<file path="src/rtl/dbr_pkg.sv">
package dbr_pkg;
  typedef enum logic [2:0] {
    XF_NONE,
    XF_BCC,
    XF_CALL_IMM,
    XF_JMP_REG,
    XF_CALL_REG,
    XF_RET
  } xfer_kind_e;

  localparam logic [7:0] REG_FORM_BYTE = 8'h9F;
  localparam logic [3:0] BCC_NIBBLE    = 4'hF;
  localparam logic [4:0] CALL_IMM_BITS = 5'b11011;
endpackage

</file>
<file path="src/rtl/dbr_decode.sv">
module dbr_decode
  import dbr_pkg::*;
#(
  parameter int PC_W = 32
) (
  input  logic [15:0]     instr,
  input  logic [PC_W-1:0] pc,
  input  logic [PC_W-1:0] ri_value,
  input  logic [PC_W-1:0] rp_value,
  output xfer_kind_e      kind,
  output logic [3:0]      cond_code,
  output logic [PC_W-1:0] target,
  output logic [PC_W-1:0] seq_pc,
  output logic [PC_W-1:0] link_pc,
  output logic            is_xfer,
  output logic            is_call
);
  localparam int EXT8  = PC_W - 9;
  localparam int EXT11 = PC_W - 12;

  logic [PC_W-1:0] disp8, disp11;

  assign disp8   = {{EXT8{instr[7]}}, instr[7:0], 1'b0};
  assign disp11  = {{EXT11{instr[10]}}, instr[10:0], 1'b0};
  assign seq_pc  = pc + PC_W'(2);
  assign link_pc = pc + PC_W'(4);
  assign cond_code = instr[11:8];

  always_comb begin
    kind   = XF_NONE;
    target = seq_pc;
    if (instr[15:12] == BCC_NIBBLE) begin
      kind   = XF_BCC;
      target = seq_pc + disp8;
    end else if (instr[15:11] == CALL_IMM_BITS) begin
      kind   = XF_CALL_IMM;
      target = seq_pc + disp11;
    end else if (instr[15:8] == REG_FORM_BYTE) begin
      case (instr[7:4])
        4'd0: begin kind = XF_JMP_REG;  target = ri_value; end
        4'd1: begin kind = XF_CALL_REG; target = ri_value; end
        4'd2: begin kind = XF_RET;      target = rp_value; end
        default: begin kind = XF_NONE;  target = seq_pc;   end
      endcase
    end
  end

  assign is_xfer = (kind != XF_NONE);
  assign is_call = (kind == XF_CALL_IMM) || (kind == XF_CALL_REG);
endmodule

</file>
<file path="src/rtl/dbr_cond.sv">
module dbr_cond (
  input  logic [3:0] flags,
  input  logic [3:0] code,
  output logic       take
);
  localparam int NPAIR = 8;

  logic n, z, v, c;
  logic [NPAIR-1:0] base;

  assign {n, z, v, c} = flags;

  // Even codes test a base condition, odd codes its inverse.
  always_comb begin
    base[0] = 1'b1;
    base[1] = z;
    base[2] = c;
    base[3] = n;
    base[4] = v;
    base[5] = v ^ n;
    base[6] = (v ^ n) | z;
    base[7] = c | z;
  end

  assign take = base[code[3:1]] ^ code[0];
endmodule

</file>
<file path="src/rtl/dbr_next_pc.sv">
module dbr_next_pc
  import dbr_pkg::*;
#(
  parameter int              PC_W     = 32,
  parameter logic [PC_W-1:0] RESET_PC = '0
) (
  input  logic            clk,
  input  logic            rst,
  input  logic            issue_valid,
  input  logic [15:0]     instr,
  input  logic [PC_W-1:0] instr_pc,
  input  logic [3:0]      flags,
  input  logic            slot_multicycle,
  input  logic [PC_W-1:0] ri_value,
  input  logic [PC_W-1:0] rp_value,
  output logic [PC_W-1:0] next_pc,
  output logic            branch_taken,
  output logic            rp_we,
  output logic [PC_W-1:0] rp_wdata,
  output logic            slot_error
);
  xfer_kind_e      dec_kind;
  logic [3:0]      dec_cond;
  logic [PC_W-1:0] dec_target, dec_seq, dec_link;
  logic            dec_is_xfer, dec_is_call;
  logic            cond_take, xfer_take;

  logic            pend_q, pend_take_q;
  logic [PC_W-1:0] pend_tgt_q;

  dbr_decode #(.PC_W(PC_W)) u_decode (
    .instr    (instr),
    .pc       (instr_pc),
    .ri_value (ri_value),
    .rp_value (rp_value),
    .kind     (dec_kind),
    .cond_code(dec_cond),
    .target   (dec_target),
    .seq_pc   (dec_seq),
    .link_pc  (dec_link),
    .is_xfer  (dec_is_xfer),
    .is_call  (dec_is_call)
  );

  dbr_cond u_cond (
    .flags(flags),
    .code (dec_cond),
    .take (cond_take)
  );

  assign xfer_take = (dec_kind == XF_BCC) ? cond_take : 1'b1;

  always_ff @(posedge clk) begin
    if (rst) begin
      next_pc      <= RESET_PC;
      branch_taken <= 1'b0;
      rp_we        <= 1'b0;
      rp_wdata     <= '0;
      slot_error   <= 1'b0;
      pend_q       <= 1'b0;
      pend_take_q  <= 1'b0;
      pend_tgt_q   <= '0;
    end else begin
      branch_taken <= 1'b0;
      rp_we        <= 1'b0;
      slot_error   <= 1'b0;
      if (issue_valid) begin
        if (pend_q) begin
          pend_q       <= 1'b0;
          slot_error   <= slot_multicycle | dec_is_xfer;
          branch_taken <= pend_take_q;
          next_pc      <= pend_take_q ? pend_tgt_q : dec_seq;
        end else begin
          next_pc <= dec_seq;
          if (dec_is_xfer) begin
            pend_q      <= 1'b1;
            pend_take_q <= xfer_take;
            pend_tgt_q  <= dec_target;
          end
          if (dec_is_call) begin
            rp_we    <= 1'b1;
            rp_wdata <= dec_link;
          end
        end
      end
    end
  end

  p_seq_after_plain_r2: assert property (@(posedge clk) disable iff (rst)
    (issue_valid && !pend_q && !dec_is_xfer) |=>
      (next_pc == $past(instr_pc) + PC_W'(2)) && !branch_taken);

  p_taken_single_r3: assert property (@(posedge clk) disable iff (rst)
    branch_taken |=> !branch_taken);

  p_taken_from_pend_r3: assert property (@(posedge clk) disable iff (rst)
    branch_taken |-> $past(pend_q && pend_take_q && issue_valid));

  p_call_link_r7: assert property (@(posedge clk) disable iff (rst)
    rp_we |-> (rp_wdata == $past(instr_pc) + PC_W'(4)));

  p_slot_error_src_r9: assert property (@(posedge clk) disable iff (rst)
    slot_error |-> $past(pend_q && issue_valid));

  p_nested_dropped_r10: assert property (@(posedge clk) disable iff (rst)
    (issue_valid && pend_q) |=> (!pend_q && !rp_we));

  p_idle_hold_r11: assert property (@(posedge clk) disable iff (rst)
    !issue_valid |=> ($stable(next_pc) && !branch_taken && !slot_error && !rp_we));
endmodule

</file>
<file path="config.mk">
export PLATFORM = sky130hd
export DESIGN_NAME = dbr_next_pc
export DESIGN_NICKNAME = d
export VERILOG_FILES = /design/src/rtl/dbr_pkg.sv /design/src/rtl/dbr_decode.sv /design/src/rtl/dbr_cond.sv /design/src/rtl/dbr_next_pc.sv
export SDC_FILE = /design/constraint.sdc
export NUM_CORES = 1
export LEC_CHECK = 0
export ABC_CLOCK_PERIOD_IN_PS = 5750
export BUFFER_PORTS_ARGS = -buffer_cell sky130_fd_sc_hd__buf_4
export CORE_MARGIN = 2
export CORE_UTILIZATION = 50
export DETAILED_ROUTE_END_ITERATION = 12
export PLACE_DENSITY_LB_ADDON = 0.25
export REMOVE_ABC_BUFFERS = 1
export SYNTH_ARGS = -nofsm -noshare
export SYNTH_HDL_FRONTEND = slang
export SYNTH_HIERARCHICAL = 1
export SYNTH_SLANG_ARGS = --single-unit
</file>
<file path="constraint.sdc">
create_clock -name clk -period 5.75 [get_ports clk]
set_input_delay 1.15 -clock clk [delete_from_list [all_inputs] [get_ports clk]]
set_output_delay 1.15 -clock clk [all_outputs]
set_load 0.005 [all_outputs]
</file>
==> results of run 1 <==
==> critical path: stages <==
cell and delay [ps]:
sky130_fd_sc_hd__buf_4 110, sky130_fd_sc_hd__ha_1 250, sky130_fd_sc_hd__nand3_1 180, sky130_fd_sc_hd__or3_4 440
sky130_fd_sc_hd__nor3_4 300, sky130_fd_sc_hd__nand3_1 180, sky130_fd_sc_hd__nor2_1 200, sky130_fd_sc_hd__nand2_1 90
sky130_fd_sc_hd__xnor2_1 170, sky130_fd_sc_hd__ha_1 410, sky130_fd_sc_hd__nand3_1 170, sky130_fd_sc_hd__or4_1 550
sky130_fd_sc_hd__o211ai_2 270, sky130_fd_sc_hd__a211oi_2 130, sky130_fd_sc_hd__o41ai_1 340, sky130_fd_sc_hd__xnor2_1 160
sky130_fd_sc_hd__nor2_1 50, sky130_fd_sc_hd__a31oi_1 140, sky130_fd_sc_hd__nand2_1 60, sky130_fd_sc_hd__a21oi_1 120
==> layout by cell type (no fill, tap or decap), types with 5 or more instances in the layout <==
master                        n
sky130_fd_sc_hd__nand2_1    258
sky130_fd_sc_hd__buf_4      215
sky130_fd_sc_hd__a21oi_1    134
sky130_fd_sc_hd__dfxtp_1    101
sky130_fd_sc_hd__nor2_1      99
sky130_fd_sc_hd__xnor2_1     64
sky130_fd_sc_hd__ha_1        59
sky130_fd_sc_hd__o21ai_0     40
sky130_fd_sc_hd__xor2_1      37
sky130_fd_sc_hd__nand3_1     35
sky130_fd_sc_hd__a311oi_2    30
sky130_fd_sc_hd__a21o_1      26
sky130_fd_sc_hd__nor3_1      21
sky130_fd_sc_hd__nand4_1     19
sky130_fd_sc_hd__a221oi_1    17
sky130_fd_sc_hd__a221o_1     16
sky130_fd_sc_hd__inv_1       14
sky130_fd_sc_hd__a211oi_1    13
sky130_fd_sc_hd__o211ai_1    11
sky130_fd_sc_hd__o21ai_1     10
sky130_fd_sc_hd__clkbuf_16    9
sky130_fd_sc_hd__a31oi_1      8
sky130_fd_sc_hd__o21bai_1     8
sky130_fd_sc_hd__and2_1       7
sky130_fd_sc_hd__o21a_1       7
sky130_fd_sc_hd__or2_2        6
sky130_fd_sc_hd__nor2b_1      5
==> path summary, 6_finish.rpt <==
check / startpoint / to / depth (start not counted)
max: instr_pc[2] / pend_tgt_q[30]$_SDFFE_PP0P_ / 20
min: pend_tgt_q[16]$_SDFFE_PP0P_ / pend_tgt_q[16]$_SDFFE_PP0P_ / 2
max reg2reg: pend_q$_SDFFE_PP0P_ / rp_wdata[12]$_SDFFE_PP0P_ / 3
min reg2reg: pend_tgt_q[16]$_SDFFE_PP0P_ / pend_tgt_q[16]$_SDFFE_PP0P_ / 2
==> state kept, by name, summed over array words and instances (netlist names) <==
signal	count
pend_take_q	1
slot_error	1
branch_taken	1
next_pc	32
rp_we	1
pend_q	1
pend_tgt_q	32
rp_wdata	32
==> layer usage <==
layer,wire (um),global-route usage (%),part of all wire (%),vias to the layer above
li1,-,-,-,4673
met1,12810,39.02,44,4417
met2,13720,50.16,47,371
met3,1801,2.866,6.2,53
met4,880,10.10,3.0,0
met5,0,0,0,-
==> through the flow <==
step                      instances  hold slack (ps)  cell area (sq um)  setup slack (ps)
after global placement         1582            442.9              10510             424.7
after detailed placement       1582            446.9              10510             267.7
after CTS                      1598            457.4              10810             629.7
final                          1598            453.9              10810             578.5
after global routing           1598            472.1              10810             173.8
after floorplan                1138            430.5               8602             156.7
==> cell type report <==
type / instances / area, sq um
clock buffers: 11 / 232.7
clock inverters: 5 / 65.06
fillers: 1706 / 7093
inverters: 14 / 52.55
multi-input cells: 1023 / 6536
flip-flops and latches: 101 / 2022
well taps: 229 / 286.5
repair buffers: 215 / 1614
==> logic make-up (layout without fill, tap and decap cells) <==
logic type / count (synthesis) / after routing / synth area share, %
simple gates: 494 / 494 / 24.31
compound gates: 362 / 362 / 28.77
xor+xnor: 103 / 103 / 10.12
buf+inv: 103 / 245 / 5.674
flops: 101 / 101 / 22.31
fa+ha+maj: 60 / 60 / 8.366
mux: 4 / 4 / 0.4556
==> power by group <==
group	switching, W	total, W	leakage, nW	internal (W)
Combinational	0.000365	0.000654	3.47	0.000289
Clock	0.000303	0.000647	0.145	0.000344
Sequential	0.0000143	0.000736	0.823	0.000722
==> impl_metrics.csv, run 1 <==
group,metric,value,unit
routing,postRouteAntennaNets,0,
pwr,total_power,0.002037,W
worst_setup_path,rrSetupSlack,4050,ps
worst_setup_path,cp-start-kind,"input pin",
cts,cts.sinks,101,
global_route,groute.usage.overall,29.39,%
cts,tritoncts.num_buffers,9,
timing,hold_viol,0,
pwr,power-per-cell-area,188.5,mW/mm^2
yosys,synth_enable_flop_cells,0,
yosys,synthArstFlopShare,0,%
run,max_cap_viol_count,0,
pwr,power.ir.vdd_worst,0.1406,mV
yosys,mappedNetlistArea,0.009064,sq mm
floorplan,die_area,0.01922,sq mm
cts,tritoncts,"done",
timing,min_period_over_period,89.94,%
floorplan,die_width,138.6,um
timing,finalWorstPathRequiredPeriod,5171,ps
worst_setup_path,data_arrival_critical_path,5470,ps
pwr,leakage_dissipation,4.434,nW
yosys,register_area_share_after_synthesis,22.31,%
final_layout,synthToLayoutAreaGrowth,19.26,%
cts,cts-root-to-sink-buffers,2,
routing,drt-wirelength-per-cell,18.28,um
cts,cts_resized,0,
yosys,synth.largest_area_cell,"sky130_fd_sc_hd__dfxtp_1",
global_route,grt_start_max_net_pins,71,
floorplan,initial_core_util,50.63,%
routing,drt_pre_antenna_iters,5,
cts,post_cts_buffers,0,
global_route,grt-ovfl-total,0,
timing,finalClockSkew,8.351,ps
yosys,postSynthCellCount,1227,
global_route,grt_antenna_before_repair,0,
routing,routed_wirelength,29.21,mm
global_route,grt_first_pass_wirelength,46.06,mm
timing,maxClockFrequency,193.4,MHz
timing,finalSetupViolations,0,
yosys,avgSynthCellArea,7.387,sq um
yosys,synth-seq-cells,101,
yosys,ys_warn_count,6,
floorplan,die-height,138.6,um
worst_setup_path,crit_fanout,6,
placement,hpwlAfterDp,21.57,mm
global_route,via_count_of_the_first_global_routing_pass,8781,
cts,cts_root_buf,"sky130_fd_sc_hd__clkbuf_16",
routing,dr_total_vias,9514,
final_layout,antenna_cells_inserted,0,
placement,numPortBuffers,186,
floorplan,boundaryPins,187,
worst_setup_path,worstSetupPathType,"input pin to register",
outcome,outcome,"complete, no violations",
timing,finalSetupTns,0,ps
routing,avg_vias_per_cell,5.954,
floorplan,coreArea,0.01790,sq mm
yosys,synth_ff_type,"sky130_fd_sc_hd__dfxtp_1",
yosys,synth_cell_type_count,79,
final_layout,layout_nets,1544,
worst_setup_path,critPathCaptureType,"register",
yosys,synth_top_cells_by_count,"258 x sky130_fd_sc_hd__nand2_1, 134 x sky130_fd_sc_hd__a21oi_1, 101 x sky130_fd_sc_hd__dfxtp_1",
routing,drc,0,
yosys,synth.most_common_cell,"sky130_fd_sc_hd__nand2_1",
timing,rsz0062_at_grt,"false",
cts,clock_insertion_delay_worst_skew,370,ps
worst_setup_path,cp.required,6050,ps
cts,holdBufCountCts,0,
floorplan,fp-row-count,49,
timing,slew_headroom,26.44,%
yosys,synth.top_cell.area_share,22.31,%
final_layout,drive_gt1_share,21.11,%
placement,finalWeightedCongestion,0.9544,
min_path,hold_path.class,"register to register",
cts,clock_tree.htree_level_count,3,
routing,detailedRoute.firstIterationViolations,764,
final_layout,finish.utilization,60.38,%
timing,timing_worst_slew_pin_value,1103,ps
timing,timing.final.max_slew_violations,0,
cts,clk_transition_reported_paths,70,ps
yosys,synth.area.top_cells,"sky130_fd_sc_hd__dfxtp_1 22%, sky130_fd_sc_hd__nand2_1 11%, sky130_fd_sc_hd__ha_1 8.1%",
No activity file was read; power rests on OpenSTA's default activity.
==> inputs of run 2 (changes only) <==
Settings changed: ABC_AREA set to 1, SYNTH_HIERARCHICAL 1 to not set.
==> run 2 against run 1 <==
Net effect: worst setup slack improved by 520 ps; synthesized area increased by 8.7%; final cell count increased by 33%; sequential cell count unchanged; fmax increased by 11%; routed wire length increased by 40%; critical path depth unchanged; clock power decreased by 0.6%; register-to-register slack got worse by 410 ps.
==> impl_metrics.csv, run 2 <==
group,metric,value,unit
worst_setup_path,startpoint,"instr_pc[2]",
yosys,synth.top_cell.area_share,20.53,%
placement,finalWeightedCongestion,1.012,
floorplan,initial_core_util,50.78,%
global_route,groute.usage.overall,38.10,%
yosys,register_area_share_after_synthesis,20.53,%
pwr,power-per-cell-area,178.7,mW/mm^2
routing,postRouteAntennaNets,0,
routing,drc,0,
global_route,grt_start_max_net_pins,47,
min_path,timing.hold.worst.start,"next_pc[28]$_SDFFE_PP0P_",
global_route,grt_first_pass_wirelength,59.89,mm
yosys,synthArstFlopShare,0,%
worst_setup_path,critPathCaptureType,"register",
yosys,synth_top_cells_by_count,"496 x sky130_fd_sc_hd__nand2_1, 195 x sky130_fd_sc_hd__inv_1, 184 x sky130_fd_sc_hd__nor2_1",
worst_setup_path,cp-start-kind,"input pin",
min_path,hold_path.class,"register to register",
routing,dr_total_vias,12140,
worst_setup_path,max_stage_delay,660,ps
placement,numPortBuffers,186,
worst_setup_path,critical_path.cell_chain,"buf_4 -> ha_1 -> nand3_1 -> nor2_1 -> nand2_1 -> nor2_1 -> xor2_1 -> o21ai_0 -> ha_1 -> a21oi_1 -> o21ai_0 -> a21oi_1 -> nor2_1 -> nor2_1 -> nand2_1 -> nand2_1 -> nand3_1 -> nand2_1 -> inv_1 -> a21oi_1",
worst_setup_path,worstSetupPathType,"input pin to register",
global_route,via_count_of_the_first_global_routing_pass,10840,
worst_setup_path,worst_path_max_delay_cell,"sky130_fd_sc_hd__o21ai_0",
worst_setup_path,cp.required,6050,ps
yosys,synth_enable_flop_cells,0,
floorplan,die_width,144.4,um
worst_setup_path,crit_fanout,6,
final_layout,layout.cells.most_common,"sky130_fd_sc_hd__nand2_1",
timing,finalSetupViolations,0,
timing,finalClockSkew,4.762,ps
cts,clock_tree.htree_level_count,3,
outcome,outcome,"complete, no violations",
final_layout,synthToLayoutAreaGrowth,19.85,%
yosys,postSynthCellCount,1695,
floorplan,fp-row-count,51,
pwr,power.ir.vdd_worst,0.1336,mV
timing,slew_headroom,27.82,%
yosys,synth.largest_area_cell,"sky130_fd_sc_hd__dfxtp_1",
timing,finalSetupTns,0,ps
global_route,grt_antenna_before_repair,0,
cts,tritoncts.num_buffers,9,
yosys,synth_ff_type,"sky130_fd_sc_hd__dfxtp_1",
cts,holdBufCountCts,0,
placement,post-place-cells,2110,
yosys,mappedNetlistArea,0.009851,sq mm
pwr,leakage_dissipation,5.817,nW
final_layout,antenna_cells_inserted,0,
placement,hpwlAfterDp,32.11,mm
routing,drt_pre_antenna_iters,6,
timing,timing_worst_slew_pin_value,1082,ps
timing,rsz0062_at_grt,"false",
final_layout,layout_nets,2036,
worst_setup_path,data_arrival_critical_path,4960,ps
yosys,synth-seq-cells,101,
routing,detailedRoute.firstIterationViolations,1044,
yosys,avgSynthCellArea,5.812,sq um
timing,timing.final.max_slew_violations,0,
cts,cts_resized,0,
yosys,synth.most_common_cell,"sky130_fd_sc_hd__nand2_1",
cts,cts-root-to-sink-buffers,2,
final_layout,drive_gt1_share,12.68,%
worst_setup_path,crit-reg2reg-launch,"pend_q$_SDFFE_PP0P_",
cts,cts_root_buf,"sky130_fd_sc_hd__clkbuf_16",
cts,tritoncts,"done",
final_layout,biggest_regs,"next_pc x32, pend_tgt_q x32, rp_wdata x32",
run,max_cap_viol_count,0,
cts,cts.sinks,101,
routing,drt-wirelength-per-cell,19.30,um
cts,clk_transition_reported_paths,80,ps
final_layout,layout_common_cells,"496 x sky130_fd_sc_hd__nand2_1, 202 x sky130_fd_sc_hd__buf_4, 195 x sky130_fd_sc_hd__inv_1",
timing,finalWorstPathRequiredPeriod,4656,ps
yosys,synth_cell_type_count,43,
floorplan,die-height,144.4,um
global_route,grt-ovfl-total,0,
routing,routed_wirelength,41.02,mm
timing,min_period_over_period,80.97,%
yosys,ys_warn_count,0,
timing,maxClockFrequency,214.8,MHz
yosys,synth.area.top_cells,"sky130_fd_sc_hd__dfxtp_1 21%, sky130_fd_sc_hd__nand2_1 19%, sky130_fd_sc_hd__a21oi_1 8.5%",
floorplan,die_area,0.02084,sq mm
cts,clock_insertion_delay_worst_skew,360,ps
final_layout,non_filler_cells_final,2126,
routing,avg_vias_per_cell,5.708,
timing,hold_viol,0,
floorplan,coreArea,0.01940,sq mm
floorplan,boundaryPins,187,
cts,post_cts_buffers,0,
## run 2: cell count changes after synthesis, sizes merged, moves of 18 or more
cell / delta
xnor2: -56
buf: -34
nand3: +65
a21oi: +36
a311oi: -34
o21ai: +74
nand2: +234
a221oi: -18
inv: +187
xor2: +21
a21o: -24
nor2: +86
## run 2: final cells by class
class,count,area (sq um)
multi-input cells,1339,6867
flip-flops and latches,101,2022
well taps,265,331.6
repair buffers,203,1536
clock buffers,9,225.2
inverters,202,758.2
fillers,1999,7592
clock inverters,7,66.31
## run 2: power by group
part	internal (W)	switching, W
clock network	0.000305	0.000338
logic	0.000267	0.000464
registers	0.000723	0.0000130
total	0.00130	0.000815
## run 2: stage by stage
step	hold slack, ps	total power, W	worst slack, ps	utilization, %	instance area, sq um
5_1_grt	480.9	0.002199	826.7	60.86	11810
6_report	466.7	0.002110	1094	60.86	11810
3_5_place_dp	449.8	0.001459	812.9	59.36	11510
3_3_place_gp	438.6	0.001452	871.4	59.36	11510
4_1_cts	463.7	0.002092	1184	60.86	11810
2_1_floorplan	426.6	0.001176	951.9	-	9639
## run 2: worst paths after layout
check,cells past startpoint,slack [ps],to
max,20,1090,pend_tgt_q[27]$_SDFFE_PP0P_
min,2,470,next_pc[28]$_SDFFE_PP0P_
max reg2reg,5,3640,pend_tgt_q[21]$_SDFFE_PP0P_
min reg2reg,2,470,next_pc[28]$_SDFFE_PP0P_
## run 2: kinds of logic (layout without fill, tap and decap cells)
family                   Yosys count  after routing  synth area share [%]
AO/OA/AOI/OAI                    370            370                 20.93
XOR/XNOR                          68             68                 6.046
adder cells (fa/ha/maj)           60             60                 7.697
buffers and inverters            255            421                 9.844
flip-flops                       101            101                 20.53
multiplexers                       1              1                0.1016
AND/OR/NAND/NOR                  840            840                 34.85
## run 2: critical path, delay by kind of cell
kind,cells,cell delay [ps]
and+or+nand+nor,10,1410
AOI/OAI and AO/OA,5,1380
buffers and inverters,2,170
adders and majority gates,2,730
xor gates and xnor gates,1,100
## run 2: routing by layer
metal  track usage (%)  routed length, um  share of wire (%)  up-vias
met5                 0                  0                  0        -
met4             15.79               1663                4.1        0
met3             7.285               4229                 10      110
met2             60.89              18340                 45      679
met1             50.39              16800                 41     5480
li1                  -                  -                  -     5866
==> inputs of run 3 (changes only) <==
Settings changed: ABC_CLOCK_PERIOD_IN_PS 5750 to 4100.
Clock period 5.75 ns to 4.1 ns, I/O delays scaled along.
==> run 3 against run 2 <==
Net effect: sequential share of layout area is 0.86 points lower; via count is 1.9% higher; non-clock buffer count is 81 higher; final area is 5.3% higher; sequential cell count stayed put; clock power is 40% higher; routed wire length hardly changed; register-to-register slack worse by 1700 ps; clock skew is 3.9 ps higher; critical path depth is 3 higher.
==> impl_metrics.csv, run 3 (synthesized netlist as in run 2, its figures left out) <==
group,metric,value,unit
global_route,grt_start_max_net_pins,62,
cts,cts-root-to-sink-buffers,2,
floorplan,fp-row-count,51,
final_layout,drive_gt1_share,16.37,%
routing,drc,0,
cts,tritoncts,"done",
worst_setup_path,rrSetupSlack,1930,ps
final_layout,antenna_cells_inserted,0,
placement,numPortBuffers,186,
timing,min_period_over_period,93.12,%
timing,rsz0062_at_grt,"false",
timing,slew_headroom,28.97,%
final_layout,fillers,1971,
min_path,timing.hold.worst.start,"pend_tgt_q[1]$_SDFFE_PP0P_",
final_layout,synthToLayoutAreaGrowth,26.20,%
cts,clk_transition_reported_paths,90,ps
pwr,power-per-cell-area,245.0,mW/mm^2
worst_setup_path,cp.required,4380,ps
timing,finalSetupViolations,0,
worst_setup_path,critPathCaptureType,"register",
min_path,hold-path-cell-count,2,
worst_setup_path,worstReg2RegEnd,"next_pc[27]$_SDFFE_PP0P_",
final_layout,biggest_regs,"next_pc x32, pend_tgt_q x32, rp_wdata x32",
pwr,power.ir.vdd_worst,0.2666,mV
worst_setup_path,worstSetupPathType,"input pin to register",
min_path,hold_path.class,"register to register",
routing,avg_vias_per_cell,5.604,
floorplan,die-height,144.4,um
timing,maxClockFrequency,261.9,MHz
placement,finalWeightedCongestion,1.029,
timing,timing_worst_slew_pin_value,1064,ps
global_route,grt-ovfl-total,0,
global_route,via_count_of_the_first_global_routing_pass,11420,
floorplan,initial_core_util,50.78,%
routing,detailedRoute.firstIterationViolations,1109,
routing,routed_wirelength,41.00,mm
worst_setup_path,crit-reg2reg-launch,"pend_q$_SDFFE_PP0P_",
cts,tritoncts.num_buffers,9,
run,max_cap_viol_count,0,
cts,clock_tree.htree_level_count,3,
final_layout,finish.utilization,64.09,%
cts,cts.sinks,101,
placement,hpwlAfterDp,32.41,mm
worst_setup_path,cp-start-kind,"input pin",
floorplan,die_area,0.02084,sq mm
final_layout,layout.cells.most_common,"sky130_fd_sc_hd__nand2_1",
routing,drt_pre_antenna_iters,5,
placement,post_detailed_placement_cell_area,0.01214,sq mm
floorplan,die_width,144.4,um
global_route,grt_first_pass_wirelength,61.45,mm
timing,hold_viol,0,
worst_setup_path,reg2regPathDepth,4,
min_path,hold_end,"pend_tgt_q[1]$_SDFFE_PP0P_",
pwr,leakage_dissipation,6.223,nW
timing,finalWorstPathRequiredPeriod,3818,ps
routing,postRouteAntennaNets,0,
final_layout,layout_nets,2117,
floorplan,boundaryPins,187,
outcome,outcome,"complete, no violations",
worst_setup_path,data_arrival_critical_path,4090,ps
worst_setup_path,crit_fanout,5,
final_layout,layout_common_cells,"496 x sky130_fd_sc_hd__nand2_1, 282 x sky130_fd_sc_hd__buf_4, 195 x sky130_fd_sc_hd__inv_1",
timing,timing.final.max_slew_violations,0,
routing,drt-wirelength-per-cell,18.58,um
floorplan,coreArea,0.01940,sq mm
cts,holdBufCountCts,0,
cts,clock_insertion_delay_worst_skew,370,ps
global_route,grt_antenna_before_repair,0,
final_layout,final_area,0.01243,sq mm
global_route,groute.usage.overall,38.85,%
timing,finalClockSkew,8.612,ps
routing,dr_total_vias,12370,
cts,cts_root_buf,"sky130_fd_sc_hd__clkbuf_16",
## run 3: cell count changes in the layout (fill, tap and decap cells not counted)
cell and delta:
sky130_fd_sc_hd__buf_4 +80, sky130_fd_sc_hd__a21oi_2 +1, sky130_fd_sc_hd__a21oi_1 -1, sky130_fd_sc_hd__clkinv_4 +1, sky130_fd_sc_hd__o21ai_1 +2, sky130_fd_sc_hd__buf_12 +1, sky130_fd_sc_hd__o21ai_0 -2, sky130_fd_sc_hd__clkinvlp_4 -1
## run 3: worst max path at each step
| stage | to | from | slack (ps) |
|---|---|---|---|
| final | pend_tgt_q[28]$_SDFFE_PP0P_ | instr_pc[2] | 280 |
| after global routing | pend_tgt_q[30]$_SDFFE_PP0P_ | instr_pc[2] | 5 |
| after CTS | pend_tgt_q[23]$_SDFFE_PP0P_ | instr_pc[2] | 200 |
| after detailed placement | pend_tgt_q[28]$_SDFFE_PP0P_ | instr_pc[2] | -200 |
| after global placement | pend_tgt_q[28]$_SDFFE_PP0P_ | instr_pc[2] | -160 |
| after floorplan | rp_wdata[0]$_SDFFE_PP0P_ | instr[14] | -370 |
## run 3: stage by stage
step / instances / total power, W / hold WS [ps] / setup TNS [ps] / setup slack [ps]
after floorplan: 1642 / 0.001650 / 426.6 / -8025 / -368.1
after global placement: 2191 / 0.002126 / 435.8 / -368.1 / -162.2
after detailed placement: 2191 / 0.002133 / 440.0 / -631.0 / -196.6
after CTS: 2207 / 0.003033 / 454.7 / 0 / 199.2
after global routing: 2207 / 0.003200 / 488.3 / 0 / 5.304
final: 2207 / 0.003046 / 458.8 / 0 / 282.1
## run 3: what timing repair did
item	in CTS	in global routing
hold endpoints to repair	0	0
gates resized for setup	0	3
setup endpoints to repair	0	8
buffers inserted	0	0
## run 3: per-layer routing
layer  global-route usage (%)  vias to the layer above  part of all wire (%)
li1                         -                     6033                     -
met5                        0                        -                     0
met4                    14.21                        0                   3.5
met3                    7.682                       91                   9.6
met1                    51.09                     5590                    42
met2                    63.16                      653                    45
## run 3: where the power goes
part	leakage, nW	internal, W	switching [W]
Clock	0.145	0.000429	0.000473
Combinational	5.26	0.000443	0.000668
Sequential	0.823	0.00101	0.0000192
Total	6.22	0.00189	0.00116
## run 3: area by class of cell
class,count,area [sq um],share of cell area (%)
Tap cell,265,331.6,2.667
Multi-Input combinational cell,1339,6870,55.26
Sequential cell,101,2022,16.26
Timing Repair Buffer,284,2157,17.35
Clock inverter,7,67.56,0.5435
Inverter,202,758.2,6.099
Clock buffer,9,225.2,1.812
## run 3: worst max-delay path, stage by stage
cell and delay (ps):
sky130_fd_sc_hd__buf_4 110, sky130_fd_sc_hd__ha_1 160, sky130_fd_sc_hd__inv_1 70, sky130_fd_sc_hd__nor2_1 170
sky130_fd_sc_hd__nand2_1 140, sky130_fd_sc_hd__nor3_1 410, sky130_fd_sc_hd__nand2_1 90, sky130_fd_sc_hd__nand2_1 240
sky130_fd_sc_hd__inv_1 130, sky130_fd_sc_hd__ha_1 350, sky130_fd_sc_hd__nand2_1 110, sky130_fd_sc_hd__nor2_1 280
sky130_fd_sc_hd__nand3_1 120, sky130_fd_sc_hd__nand3_1 220, sky130_fd_sc_hd__nand3_1 140, sky130_fd_sc_hd__nand2_1 90
sky130_fd_sc_hd__nand2_1 50, sky130_fd_sc_hd__nand3_1 110, sky130_fd_sc_hd__nand2_1 60, sky130_fd_sc_hd__nand2_1 60
sky130_fd_sc_hd__nand3_1 70, sky130_fd_sc_hd__nand2_1 60, sky130_fd_sc_hd__inv_1 40
